$ cat src/rtl/tick_pkg.sv
package tick_pkg;
  localparam int unsigned PRE_W_DEF     = 8;
  localparam int unsigned SEL_W_DEF     = 4;
  localparam int unsigned NUM_CH_DEF    = 5;
  localparam int unsigned NUM_PRE_DEF   = 2;
  localparam int unsigned GRP_SPLIT_DEF = 2;
  localparam int unsigned MAX_SHIFT_DEF = 4;

  // divider reload for a select, clamped at max_shift
  function automatic int unsigned div_reload(input int unsigned sel, input int unsigned max_shift);
    int unsigned eff;
    eff = (sel > max_shift) ? max_shift : sel;
    return (32'd1 << eff) - 32'd1;
  endfunction
endpackage

$ cat src/rtl/tick_cfg_track.sv
module tick_cfg_track #(
  parameter int unsigned PRE_BITS = 16,
  parameter int unsigned DIV_BITS = 20,
  parameter logic [PRE_BITS-1:0] PRE_RST = '0
) (
  input  logic                clk_i,
  input  logic                rst_ni,
  input  logic [PRE_BITS-1:0] pre_i,
  input  logic [DIV_BITS-1:0] div_i,
  output logic [PRE_BITS-1:0] pre_q_o,
  output logic [DIV_BITS-1:0] div_q_o,
  output logic                restart_o
);
  always_ff @(posedge clk_i or negedge rst_ni) begin
    if (!rst_ni) begin
      pre_q_o <= PRE_RST;
      div_q_o <= '0;
    end else begin
      pre_q_o <= pre_i;
      div_q_o <= div_i;
    end
  end

  assign restart_o = (pre_i != pre_q_o) || (div_i != div_q_o);

  AST_RESTART_ONCE: assert property (@(posedge clk_i) disable iff (!rst_ni)
    restart_o && $stable(pre_i) && $stable(div_i) |=> !restart_o);
endmodule

$ cat src/rtl/tick_prescaler.sv
module tick_prescaler #(
  parameter int unsigned PRE_W = 8,
  parameter logic [PRE_W-1:0] RST_VAL = 1
) (
  input  logic             clk_i,
  input  logic             rst_ni,
  input  logic             restart_i,
  input  logic [PRE_W-1:0] load_val_i,
  input  logic [PRE_W-1:0] reload_i,
  output logic             stb_o
);
  logic [PRE_W-1:0] cnt_q;

  always_ff @(posedge clk_i or negedge rst_ni) begin
    if (!rst_ni)             cnt_q <= RST_VAL;
    else if (restart_i)      cnt_q <= load_val_i;
    else if (cnt_q == '0)    cnt_q <= reload_i;
    else                     cnt_q <= cnt_q - 1'b1;
  end

  assign stb_o = (cnt_q == '0) && !restart_i;

  AST_PRE_COUNT_DOWN: assert property (@(posedge clk_i) disable iff (!rst_ni)
    !restart_i && cnt_q != '0 |=> cnt_q == $past(cnt_q) - 1'b1);
  AST_PRE_RELOAD: assert property (@(posedge clk_i) disable iff (!rst_ni)
    stb_o |=> cnt_q == $past(reload_i));
  AST_PRE_BOUND: assert property (@(posedge clk_i) disable iff (!rst_ni)
    !restart_i |-> cnt_q <= reload_i);
endmodule

$ cat src/rtl/tick_divider.sv
module tick_divider
  import tick_pkg::*;
#(
  parameter int unsigned SEL_W     = 4,
  parameter int unsigned MAX_SHIFT = 4,
  localparam int unsigned CNT_W    = (MAX_SHIFT > 0) ? MAX_SHIFT : 1
) (
  input  logic             clk_i,
  input  logic             rst_ni,
  input  logic             restart_i,
  input  logic             stb_i,
  input  logic [SEL_W-1:0] sel_new_i,
  input  logic [SEL_W-1:0] sel_cur_i,
  output logic             tick_o
);
  logic [CNT_W-1:0] cnt_q;
  logic [CNT_W-1:0] rl_new, rl_cur;

  assign rl_new = CNT_W'(div_reload(int'(sel_new_i), MAX_SHIFT));
  assign rl_cur = CNT_W'(div_reload(int'(sel_cur_i), MAX_SHIFT));

  always_ff @(posedge clk_i or negedge rst_ni) begin
    if (!rst_ni)          cnt_q <= '0;
    else if (restart_i)   cnt_q <= rl_new;
    else if (stb_i) begin
      if (cnt_q == '0)    cnt_q <= rl_cur;
      else                cnt_q <= cnt_q - 1'b1;
    end
  end

  assign tick_o = stb_i && (cnt_q == '0);

  AST_DIV_HOLD: assert property (@(posedge clk_i) disable iff (!rst_ni)
    !stb_i && !restart_i |=> $stable(cnt_q));
  AST_DIV_RELOAD: assert property (@(posedge clk_i) disable iff (!rst_ni)
    tick_o |=> cnt_q == $past(rl_cur));
endmodule

$ cat src/rtl/tick_gen_bank.sv
module tick_gen_bank
  import tick_pkg::*;
#(
  parameter int unsigned PRE_W     = PRE_W_DEF,
  parameter int unsigned SEL_W     = SEL_W_DEF,
  parameter int unsigned NUM_CH    = NUM_CH_DEF,
  parameter int unsigned NUM_PRE   = NUM_PRE_DEF,
  parameter int unsigned GRP_SPLIT = GRP_SPLIT_DEF,
  parameter int unsigned MAX_SHIFT = MAX_SHIFT_DEF,
  localparam int unsigned PRE_BITS = NUM_PRE * PRE_W,
  localparam int unsigned DIV_BITS = NUM_CH * SEL_W
) (
  input  logic                clk_i,
  input  logic                rst_ni,
  input  logic [PRE_BITS-1:0] pre_cfg_i,
  input  logic [DIV_BITS-1:0] div_cfg_i,
  output logic [NUM_CH-1:0]   tick_o
);
  localparam logic [PRE_W-1:0]    PRE_ONE = PRE_W'(1);
  localparam logic [PRE_BITS-1:0] PRE_RST = {NUM_PRE{PRE_ONE}};

  logic [PRE_BITS-1:0] pre_q;
  logic [DIV_BITS-1:0] div_q;
  logic                restart;
  logic [NUM_PRE-1:0]  pre_stb;

  tick_cfg_track #(
    .PRE_BITS(PRE_BITS),
    .DIV_BITS(DIV_BITS),
    .PRE_RST (PRE_RST)
  ) i_cfg_track (
    .clk_i    (clk_i),
    .rst_ni   (rst_ni),
    .pre_i    (pre_cfg_i),
    .div_i    (div_cfg_i),
    .pre_q_o  (pre_q),
    .div_q_o  (div_q),
    .restart_o(restart)
  );

  for (genvar g = 0; g < NUM_PRE; g++) begin : g_pre
    tick_prescaler #(
      .PRE_W  (PRE_W),
      .RST_VAL(PRE_ONE)
    ) i_pre (
      .clk_i     (clk_i),
      .rst_ni    (rst_ni),
      .restart_i (restart),
      .load_val_i(pre_cfg_i[g*PRE_W +: PRE_W]),
      .reload_i  (pre_q[g*PRE_W +: PRE_W]),
      .stb_o     (pre_stb[g])
    );
  end

  for (genvar c = 0; c < NUM_CH; c++) begin : g_ch
    // first GRP_SPLIT channels on prescaler 0, rest on the last one
    localparam int unsigned GRP = (c < GRP_SPLIT) ? 0 : NUM_PRE - 1;

    tick_divider #(
      .SEL_W    (SEL_W),
      .MAX_SHIFT(MAX_SHIFT)
    ) i_div (
      .clk_i    (clk_i),
      .rst_ni   (rst_ni),
      .restart_i(restart),
      .stb_i    (pre_stb[GRP]),
      .sel_new_i(div_cfg_i[c*SEL_W +: SEL_W]),
      .sel_cur_i(div_q[c*SEL_W +: SEL_W]),
      .tick_o   (tick_o[c])
    );

    AST_TICK_GATED: assert property (@(posedge clk_i) disable iff (!rst_ni)
      tick_o[c] |-> pre_stb[GRP]);
  end

  AST_NO_TICK_ON_RESTART: assert property (@(posedge clk_i) disable iff (!rst_ni)
    restart |-> tick_o == '0);
endmodule

$ cat config.mk
export PLATFORM = sky130hd
export DESIGN_NAME = tick_gen_bank
export DESIGN_NICKNAME = d
export VERILOG_FILES = /design/src/rtl/tick_pkg.sv /design/src/rtl/tick_cfg_track.sv /design/src/rtl/tick_prescaler.sv /design/src/rtl/tick_divider.sv /design/src/rtl/tick_gen_bank.sv
export SDC_FILE = /design/constraint.sdc
export NUM_CORES = 1
export LEC_CHECK = 0
export BUFFER_PORTS_ARGS = -buffer_cell sky130_fd_sc_hd__buf_4
export CAP_MARGIN = 20
export CORE_MARGIN = 2
export CORE_UTILIZATION = 45
export DETAILED_ROUTE_END_ITERATION = 12
export GPL_ROUTABILITY_DRIVEN = 0
export SYNTH_ARGS = -nofsm -noshare
export SYNTH_HDL_FRONTEND = slang
export SYNTH_SLANG_ARGS = --single-unit
$ cat constraint.sdc
create_clock -name clk_i -period 3.1 [get_ports clk_i]
set_clock_uncertainty 0.05 [all_clocks]
set_input_delay 0.62 -clock clk_i [delete_from_list [all_inputs] [get_ports clk_i]]
set_output_delay 0.62 -clock clk_i [all_outputs]
set_load 0.02 [all_outputs]
# ---- After elaboration in Yosys (flattened, before gate mapping)
# Index checks and enable logic that the tools add are counted.
dict set report totals {
  wordCells 95
  inputBits 38
  output_inout_bits 5
  reg_bits 72
}
dict set report classes {
  add_sub_neg 17
  n_shift 10
  reduce_logical 18
  eq_ne 2
  order_cmp 10
  muxes 29
}
# operator n
set op_table {}
lappend op_table {{left shift 1 x 32 -> 4 bit (first input constant)} 10}
lappend op_table {{two-way mux 4 bit} 25}
lappend op_table {{subtractor 4 x 1 -> 4 bit (second input constant)} 15}
lappend op_table {{greater-than comparator 4 x 3 -> 1 bit (second input constant)} 10}
lappend op_table {{two-way mux 8 bit} 4}
lappend op_table {{zero test 4 bit} 5}
lappend op_table {{inequality test 20 bit} 1}
lappend op_table {{zero test 8 bit} 2}
lappend op_table {{inequality test 16 bit} 1}
lappend op_table {{subtractor 8 x 1 -> 8 bit (second input constant)} 2}
lappend op_table {{logical AND 1 bit} 7}
lappend op_table {{nonzero test 2 bit} 2}
lappend op_table {{zero test 1 bit} 1}
lappend op_table {{logical OR 1 bit} 1}

# ---- Logic depth before layout (Yosys ltp)
# Gate-level depths: netlist (run 1).
dict set report depth {
  word_depth 7
  mapped_depth 12
  ltp_nobuf 10
}

# ---- Cells and area by module
# Synthesis (run 1) repeated with hierarchy kept, for this count alone.
dict set report hier_totals {
  cells_unflattened 437
  area_unflattened_um2 4380.5
}
# mod area_each_um2 seq_area_each_um2 cells_each n_inst
set by_module_without_submodules {}
lappend by_module_without_submodules {tick_divider 392.9 100.1 47 5}
lappend by_module_without_submodules {tick_cfg_track 1292.5 903.4 84 1}
lappend by_module_without_submodules {tick_prescaler 561.8 201.4 59 2}

# ---- Worst setup path after synthesis (run 1)
# OpenSTA, ideal clock, no wires.
dict set report synth_path {
  path_type {input -> output}
  start {in div_cfg_i[9]}
  end {out tick_o[2]}
  path_slack_ns 0.507
  t_arrival_ns 1.923
  required_time_ns 2.430
  cell_stages 8
  n_path_buf 3
  path_cell_list {xnor2_1 -> nand4_1 -> nor4_1 -> nand3_1 -> buf_2 -> buf_2 -> nor3_1 -> buf_4}
}
dict set report synth_via {
  elab_chain_len 5
}
# item line_no
set synth_rtl {}
lappend synth_rtl {{from (decl)} tick_gen_bank.sv:16} ;# input logic [DIV_BITS-1:0] div_cfg_i,
lappend synth_rtl {{inequality test 20 bit} tick_cfg_track.sv:24} ;# assign restart_o = (pre_i != pre_q_o) || (div_i != div_q_o);
lappend synth_rtl {{logical OR 1 bit} tick_cfg_track.sv:24}
lappend synth_rtl {{zero test 1 bit} tick_prescaler.sv:21} ;# assign stb_o = (cnt_q == '0) && !restart_i;
lappend synth_rtl {{logical AND 1 bit} tick_prescaler.sv:21}
lappend synth_rtl {{logical AND 1 bit} tick_divider.sv:31} ;# assign tick_o = stb_i && (cnt_q == '0);
lappend synth_rtl {{to (decl)} tick_gen_bank.sv:17} ;# output logic [NUM_CH-1:0] tick_o
# No other way between the ends.

# ---- Worst setup path after layout (run 1)
dict set report layout_path {
  start {reg i_cfg_track.pre_q_o[6]}
  end {out tick_o[4]}
}
dict set report layout_via {
  elab_chain_len 5
}
# item line_no
set layout_rtl {}
lappend layout_rtl {{from (decl)} tick_cfg_track.sv:10} ;# output logic [PRE_BITS-1:0] pre_q_o,
lappend layout_rtl {{from (signal assigned)} tick_cfg_track.sv:19} ;# pre_q_o <= pre_i;
lappend layout_rtl {{inequality test 16 bit} tick_cfg_track.sv:24}
lappend layout_rtl {{logical OR 1 bit} tick_cfg_track.sv:24}
lappend layout_rtl {{zero test 1 bit} tick_prescaler.sv:21}
lappend layout_rtl {{logical AND 1 bit} tick_prescaler.sv:21}
lappend layout_rtl {{logical AND 1 bit} tick_divider.sv:31}
# No other way between the ends.

==> results of run 1 <==
-- power by group through the flow --
stage	combinational (mW)	sequential [mW]	clock (mW)
floorplan	0.133	1.04	0
global placement	0.246	1.05	0
detailed placement	0.248	1.05	0
CTS	0.252	1.04	0.761
global route	0.281	1.04	0.808
finish	0.253	1.04	0.737
-- synth_stat cells (all sizes together) (2+ instances only) --
cell,number,area [sq um]
dfrtp,68,1700
xnor2,45,394
nor2,42,158
nand2,40,150
a21oi,39,195
nor3,29,145
o21ai,27,135
buf,18,109
inv,12,45.0
nor4,11,83.8
ha,9,113
nand4,9,56.3
a31oi,7,43.8
nand3,7,47.6
nor3b,7,52.6
and3,5,31.3
nand2b,5,31.3
dfstp,4,105
mux2i,4,40.0
xor2,4,35.0
clkbuf,3,11.3
nor2b,3,18.8
o221ai,3,26.3
o31ai,3,36.3
or4,3,30.0
a41o,2,20.0
o21bai,2,22.5
o31a,2,17.5
or3,2,17.5
-- worst max-delay path: stages (launching register included) --
cell,delay (ns)
dfrtp_1,0.40
xnor2_1,0.37
nand4_1,0.23
nor4_4,0.31
and3_4,0.25
buf_12,0.17
and3_1,0.16
buf_4,0.13
-- through the flow --
step / area (sq um) / setup TNS (ns)
after detailed placement: 4340 / -0.123
after floorplan: 3940 / 0
after CTS: 4550 / 0
after global routing: 4580 / -0.0401
final: 4580 / 0
after global placement: 4340 / -0.146
-- worst min path at each step --
stage	slack, ns	from	depth (start not counted)	end
global placement	0.49	i_cfg_track.pre_q_o[8]$_DFF_PN1_	2	g_pre[1].i_pre.cnt_q[0]$_DFF_PN1_
CTS	0.34	pre_cfg_i[8]	1	i_cfg_track.pre_q_o[8]$_DFF_PN1_
floorplan	0.27	rst_ni	0	g_ch[0].i_div.cnt_q[0]$_DFFE_PN0P_
finish	0.35	pre_cfg_i[8]	1	i_cfg_track.pre_q_o[8]$_DFF_PN1_
detailed placement	0.49	i_cfg_track.pre_q_o[1]$_DFF_PN0_	2	g_pre[0].i_pre.cnt_q[1]$_DFF_PN0_
global route	0.33	pre_cfg_i[0]	1	i_cfg_track.pre_q_o[0]$_DFF_PN1_
-- state kept, by name, summed over array words and instances (netlist names) --
name                 cells
g_ch.i_div.cnt_q        20
g_pre.i_pre.cnt_q       16
i_cfg_track.div_q_o     20
i_cfg_track.pre_q_o     16
-- per-layer routing --
layer	track usage, %	vias to the layer above	part of all wire, %	wire length [microns]
met5	0	-	0	0
met2	33.4	72	46	4460
met1	30.5	1584	48	4600
li1	-	1571	-	-
met4	3.85	0	0.96	92
met3	4.82	11	4.6	442
-- placed cells by master (no fill, tap or decap), types with 3 or more instances in the layout --
| cell type | instances |
|---|---|
| a21oi_1 | 39 |
| a31oi_1 | 7 |
| and3_1 | 4 |
| buf_4 | 48 |
| clkbuf_1 | 3 |
| clkbuf_8 | 10 |
| dfrtp_1 | 68 |
| dfstp_2 | 4 |
| ha_1 | 9 |
| inv_1 | 12 |
| mux2i_1 | 4 |
| nand2_1 | 40 |
| nand2b_1 | 5 |
| nand3_1 | 5 |
| nand4_1 | 9 |
| nor2_1 | 42 |
| nor2b_1 | 3 |
| nor3_1 | 29 |
| nor3b_1 | 7 |
| nor4_1 | 9 |
| o21ai_0 | 19 |
| o21ai_1 | 8 |
| o221ai_1 | 3 |
| xnor2_1 | 42 |
| xnor2_2 | 3 |
| xor2_1 | 4 |
-- cells by family (layout without fill, tap and decap cells) --
family	after synthesis	after routing
AOI/OAI and AO/OA	90	90
and+or+nand+nor	166	166
DFF	72	72
xor gates and xnor gates	49	49
adders and majority gates	9	9
buffers and inverters	33	77
muxes	4	4
-- cell type report --
cell class	count	area [sq um]	area share [%]
Clock buffer	13	149	3.25
Clock inverter	3	42.5	0.930
Inverter	12	45.0	0.984
Multi-Input combinational cell	318	2020	44.1
Sequential cell	72	1810	39.5
Tap cell	108	135	2.95
Timing Repair Buffer	49	380	8.31
-- repair_timing --
item	CTS	global route
endpoints found under the setup margin	4	5
endpoints found under the hold margin	0	0
setup buffers	0	0
resized for setup	2	4
pin swaps	0	3
==> impl_metrics.env, run 1 <==
export IMPL_synthSimpleGateAreaFrac_pct=21.4
export IMPL_die_h_microns=97.6
export IMPL_synth_compound_area_share_pct=13.8
export IMPL_port_buffers=42
export IMPL_synth_seq_cells=72
export IMPL_comb_power_share_pct=12.5
export IMPL_whs_ns=0.349
export IMPL_finalCriticalPeriod_ns=3.04
export IMPL_area_growth_syn_to_layout_pct=16.1
export IMPL_drive_gt1_share_pct=17.1
export IMPL_power_density_nw_per_um2=443
export IMPL_cp_end_kind="output pin"
export IMPL_die_x_microns=97.6
export IMPL_dp_slack_ns=-0.0414
export IMPL_wl_microns=9590
export IMPL_clkSinkCount=72
export IMPL_worst_setup_path_type="reg -> out"
export IMPL_p_sw_uw=527
export IMPL_cts_hold_buf=0
export IMPL_initial_core_util_pct=45.9
export IMPL_status="completed"
export IMPL_drc_errors=0
export IMPL_setup_ws_ns=0.0640
export IMPL_clockBufferDepth=2
export IMPL_wl_per_cell_microns=16.7
export IMPL_grt_usage_pct=21.2
export IMPL_pwr_share_clk_pct=36.3
export IMPL_coreArea_sq_um=8590
export IMPL_synth_top_family_by_area="simple AND/OR/NAND/NOR gates"
export IMPL_seq_power_share_pct=51.2
export IMPL_path_max_fanout=25
export IMPL_drt_initial_drc_count=164
export IMPL_grt_start_max_net_pins=73
export IMPL_synthCells=423
export IMPL_grt_pass1_vias=3198
export IMPL_synthArstFlopShare_pct=100
export IMPL_arrival_ns=2.37
export IMPL_rr_endpoint="g_ch[1].i_div.cnt_q[2]$_DFFE_PN0P_"
export IMPL_synth_edf_count=0
export IMPL_sw_frac_of_total_pct=26.0
export IMPL_fin_util_pct=53.2
export IMPL_max_slew_margin_pct=37.7
export IMPL_intPower_mw=1.50
export IMPL_drv_slew=0
export IMPL_ant_nets=0
export IMPL_nFillCells=817
export IMPL_vias=3238
export IMPL_netlist_area_sq_um=3940
export IMPL_insertion_delay_ns=0.35
export IMPL_synthMuxAreaShare_pct=1.02
export IMPL_nNetsFinal=509
export IMPL_io_pins=43
export IMPL_grt_overflow=0
export IMPL_r2r_cells=11
export IMPL_antenna_found_initial=0
export IMPL_setup_viol=0
export IMPL_path_clk_slew_ns=0.07
export IMPL_cp_endpoint="tick_o[4]"
export IMPL_ys_types=45
export IMPL_cts_tree="done"
export IMPL_syn_nets=470
export IMPL_hold_class="in -> reg"
export IMPL_synth_xor_area_share_pct=10.9
export IMPL_drv_cap=0
export IMPL_cts_root_buf="clkbuf_8"
export IMPL_synthAdderAreaFrac_pct=2.86
export IMPL_syn_area_per_cell_sq_um=9.32
export IMPL_dp_cells=559
export IMPL_worst_slew_pin_slew_ns=0.935
export IMPL_cp_start_kind="flop"
export IMPL_cp_required_ns=2.43
export IMPL_n_antenna_cell=0
export IMPL_vdd_ir_drop_max_mv=0.313
export IMPL_ys_warn_count=0
export IMPL_hold_violations=0
export IMPL_critPathLaunch="i_cfg_track.pre_q_o[6]$_DFF_PN0_"
export IMPL_fp_row_count=34
export IMPL_drtPass1Iterations=4
export IMPL_r2r_start="i_cfg_track.pre_q_o[6]$_DFF_PN0_"
export IMPL_h_tree_depth=3
export IMPL_cts_made_buffers=9
export IMPL_die_area_sq_um=9520
export IMPL_timing_fmax_ghz=0.329
export IMPL_ys_seq_area_share_pct=45.8
export IMPL_synth_ff_type="dfrtp_1"
export IMPL_grt_first_pass_wirelength_microns=15900
export IMPL_final_cells=575
export IMPL_cellLeakagePower_nw=1.85
export IMPL_finalCritPeriodShare_pct=97.9
export IMPL_power_total_mw=2.03
export IMPL_via_per_inst=5.63
export IMPL_r2r_slack_ns=0.38
export IMPL_dpl_hpwl_microns=6850
(Power assumes the default switching activity.)
==> run 2, diff against run 1 <==
Settings changed: MAX_ROUTING_LAYER from default to met4.
==> run 2 against run 1 <==
  * Register-to-register slack barely moved
  * Maximum frequency grew 0.35%
  * First-iteration DRC count up 3.7%
  * Largest power group unchanged
  * Non-clock buffer count did not move
  * Design area did not move
  * Cell count is the same
  * Clock-buffer cell count did not move
  * Largest cell class unchanged
  * Sequential power hardly changed
  * Critical endpoint unchanged
==> impl_metrics.env, run 2 (synthesis results as in run 1) <==
export IMPL_power_density_nw_per_um2=443
export IMPL_ant_nets=0
export IMPL_drv_cap=0
export IMPL_fp_row_count=34
export IMPL_area_growth_syn_to_layout_pct=16.1
export IMPL_cp_required_ns=2.43
export IMPL_power_total_mw=2.03
export IMPL_path_max_fanout=25
export IMPL_drt_initial_drc_count=170
export IMPL_port_buffers=42
export IMPL_wl_per_cell_microns=16.6
export IMPL_holdPathStages=1
export IMPL_worst_setup_path_type="reg -> out"
export IMPL_max_slew_margin_pct=38.1
export IMPL_grt_start_max_net_pins=73
export IMPL_design_area_sq_um=4580
export IMPL_vdd_ir_drop_max_mv=0.314
export IMPL_largestRegisters="g_ch.i_div.cnt_q: 20 flops, i_cfg_track.div_q_o: 20 flops"
export IMPL_cp_end_kind="output pin"
export IMPL_via_per_inst=5.56
export IMPL_nFillCells=817
export IMPL_grt_first_pass_wirelength_microns=15900
export IMPL_wl_microns=9560
export IMPL_finalCriticalPeriod_ns=3.03
export IMPL_antenna_found_initial=0
export IMPL_critPathTopFamily="simple AND/OR/NAND/NOR gates"
export IMPL_insertion_delay_ns=0.35
export IMPL_hold_violations=0
export IMPL_arrival_ns=2.36
export IMPL_r2r_cells=11
export IMPL_cp_cell_sequence="xnor2_1 -> nand4_1 -> nor4_4 -> and3_4 -> buf_12 -> and3_1 -> buf_4"
export IMPL_grt_overflow=0
export IMPL_dpl_cell_area_sq_um=4340
export IMPL_grt_usage_pct=21.7
export IMPL_cts_root_buf="clkbuf_8"
export IMPL_grt_pass1_vias=3207
export IMPL_final_common_cell="dfrtp_1"
export IMPL_path_clk_slew_ns=0.07
export IMPL_die_area_sq_um=9520
export IMPL_h_tree_depth=3
export IMPL_worst_slew_pin_slew_ns=0.928
export IMPL_initial_core_util_pct=45.9
export IMPL_cts_hold_buf=0
export IMPL_final_cell_mix="dfrtp_1 (68), buf_4 (48), xnor2_1 (42), nor2_1 (42), nand2_1 (40)"
export IMPL_drive_gt1_share_pct=17.1
export IMPL_drc_errors=0
export IMPL_crit_path_max_incr_delay_ns=0.41
export IMPL_cts_made_buffers=9
export IMPL_cellLeakagePower_nw=1.85
export IMPL_cp_num_buf_inv=2
export IMPL_status="completed"
export IMPL_crit_path_top_delay_cell="xnor2_1"
export IMPL_drtPass1Iterations=4
export IMPL_clockBufferDepth=2
export IMPL_timing_fmax_ghz=0.331
export IMPL_setup_ws_ns=0.0745
export IMPL_coreArea_sq_um=8590
export IMPL_n_antenna_cell=0
export IMPL_io_pins=43
export IMPL_setup_viol=0
export IMPL_die_h_microns=97.6
export IMPL_nNetsFinal=509
export IMPL_dp_slack_ns=-0.0414
export IMPL_hold_class="in -> reg"
export IMPL_finalCritPeriodShare_pct=97.6
export IMPL_cts_tree="done"
export IMPL_cp_start_kind="flop"
export IMPL_vias=3197
export IMPL_die_x_microns=97.6
export IMPL_post_cts_repair_setup_buffers=0
export IMPL_clkSinkCount=72
export IMPL_dpl_hpwl_microns=6850
export IMPL_cp_depth=7
export IMPL_drv_slew=0
-- run 2: cell counts in the layout (fill, tap and decap cells not counted) --
No cell type changed its count.
-- run 2: worst paths after layout --
| path | start | to | slack (ns) |
|---|---|---|---|
| hold / removal | pre_cfg_i[8] | i_cfg_track.pre_q_o[8]$_DFF_PN1_ | 0.35 |
| hold reg to reg | i_cfg_track.pre_q_o[1]$_DFF_PN0_ | g_pre[0].i_pre.cnt_q[1]$_DFF_PN0_ | 0.51 |
| setup / recovery | i_cfg_track.pre_q_o[11]$_DFF_PN0_ | tick_o[4] | 0.07 |
| setup reg to reg | i_cfg_track.pre_q_o[11]$_DFF_PN0_ | g_ch[1].i_div.cnt_q[2]$_DFFE_PN0P_ | 0.38 |
| max in group asynchronous | rst_ni | g_ch[3].i_div.cnt_q[3]$_DFFE_PN0P_ | 2.03 |
| min in group asynchronous | rst_ni | g_pre[0].i_pre.cnt_q[1]$_DFF_PN0_ | 0.36 |
-- run 2: cell type report --
| class | count | area [sq um] | area share, % |
|---|---|---|---|
| repair buffers | 49 | 380 | 8.31 |
| flip-flops and latches | 72 | 1810 | 39.5 |
| well taps | 108 | 135 | 2.95 |
| multi-input cells | 318 | 2020 | 44.1 |
| inverters | 12 | 45.0 | 0.984 |
| clock buffers | 13 | 149 | 3.25 |
| clock inverters | 3 | 42.5 | 0.930 |
-- run 2: power by group --
part           internal (mW)  switching, mW
Clock                  0.394          0.341
Combinational          0.118          0.135
Sequential             0.989         0.0485
-- run 2: per-layer routing --
| layer | vias up | share of wire [%] | global-route usage, % |
|---|---|---|---|
| met1 | 1564 | 48 | 30.1 |
| met5 | - | 0 | - |
| met3 | 7 | 4.5 | 4.82 |
| met4 | 0 | 0.66 | 3.85 |
| li1 | 1565 | - | - |
| met2 | 61 | 47 | 33.6 |
-- run 2: repair_timing --
action	CTS	global route
pin swaps	0	3
resized for setup	2	4
endpoints found under the setup margin	4	5
-- run 2: worst register-to-register path, cell delays in order (launching register included) --
cell and delay [ns]:
dfrtp_1 0.40, xnor2_1 0.41, nand4_1 0.25, nor4_4 0.24, nand3_2 0.23, buf_4 0.25
nor2_1 0.12, a31oi_1 0.05, ha_1 0.24, nor4_1 0.22, o21ai_0 0.13, nand2_1 0.07
-- run 2: per-stage QoR --
step                instances  hold slack, ns  setup TNS, ns  util [%]
floorplan                 423           0.274              0         -
global placement          559           0.493         -0.146      50.5
detailed placement        559           0.490         -0.123      50.5
CTS                       575           0.337              0      52.9
global route              575           0.334        -0.0401      53.2
finish                    575           0.352              0      53.2
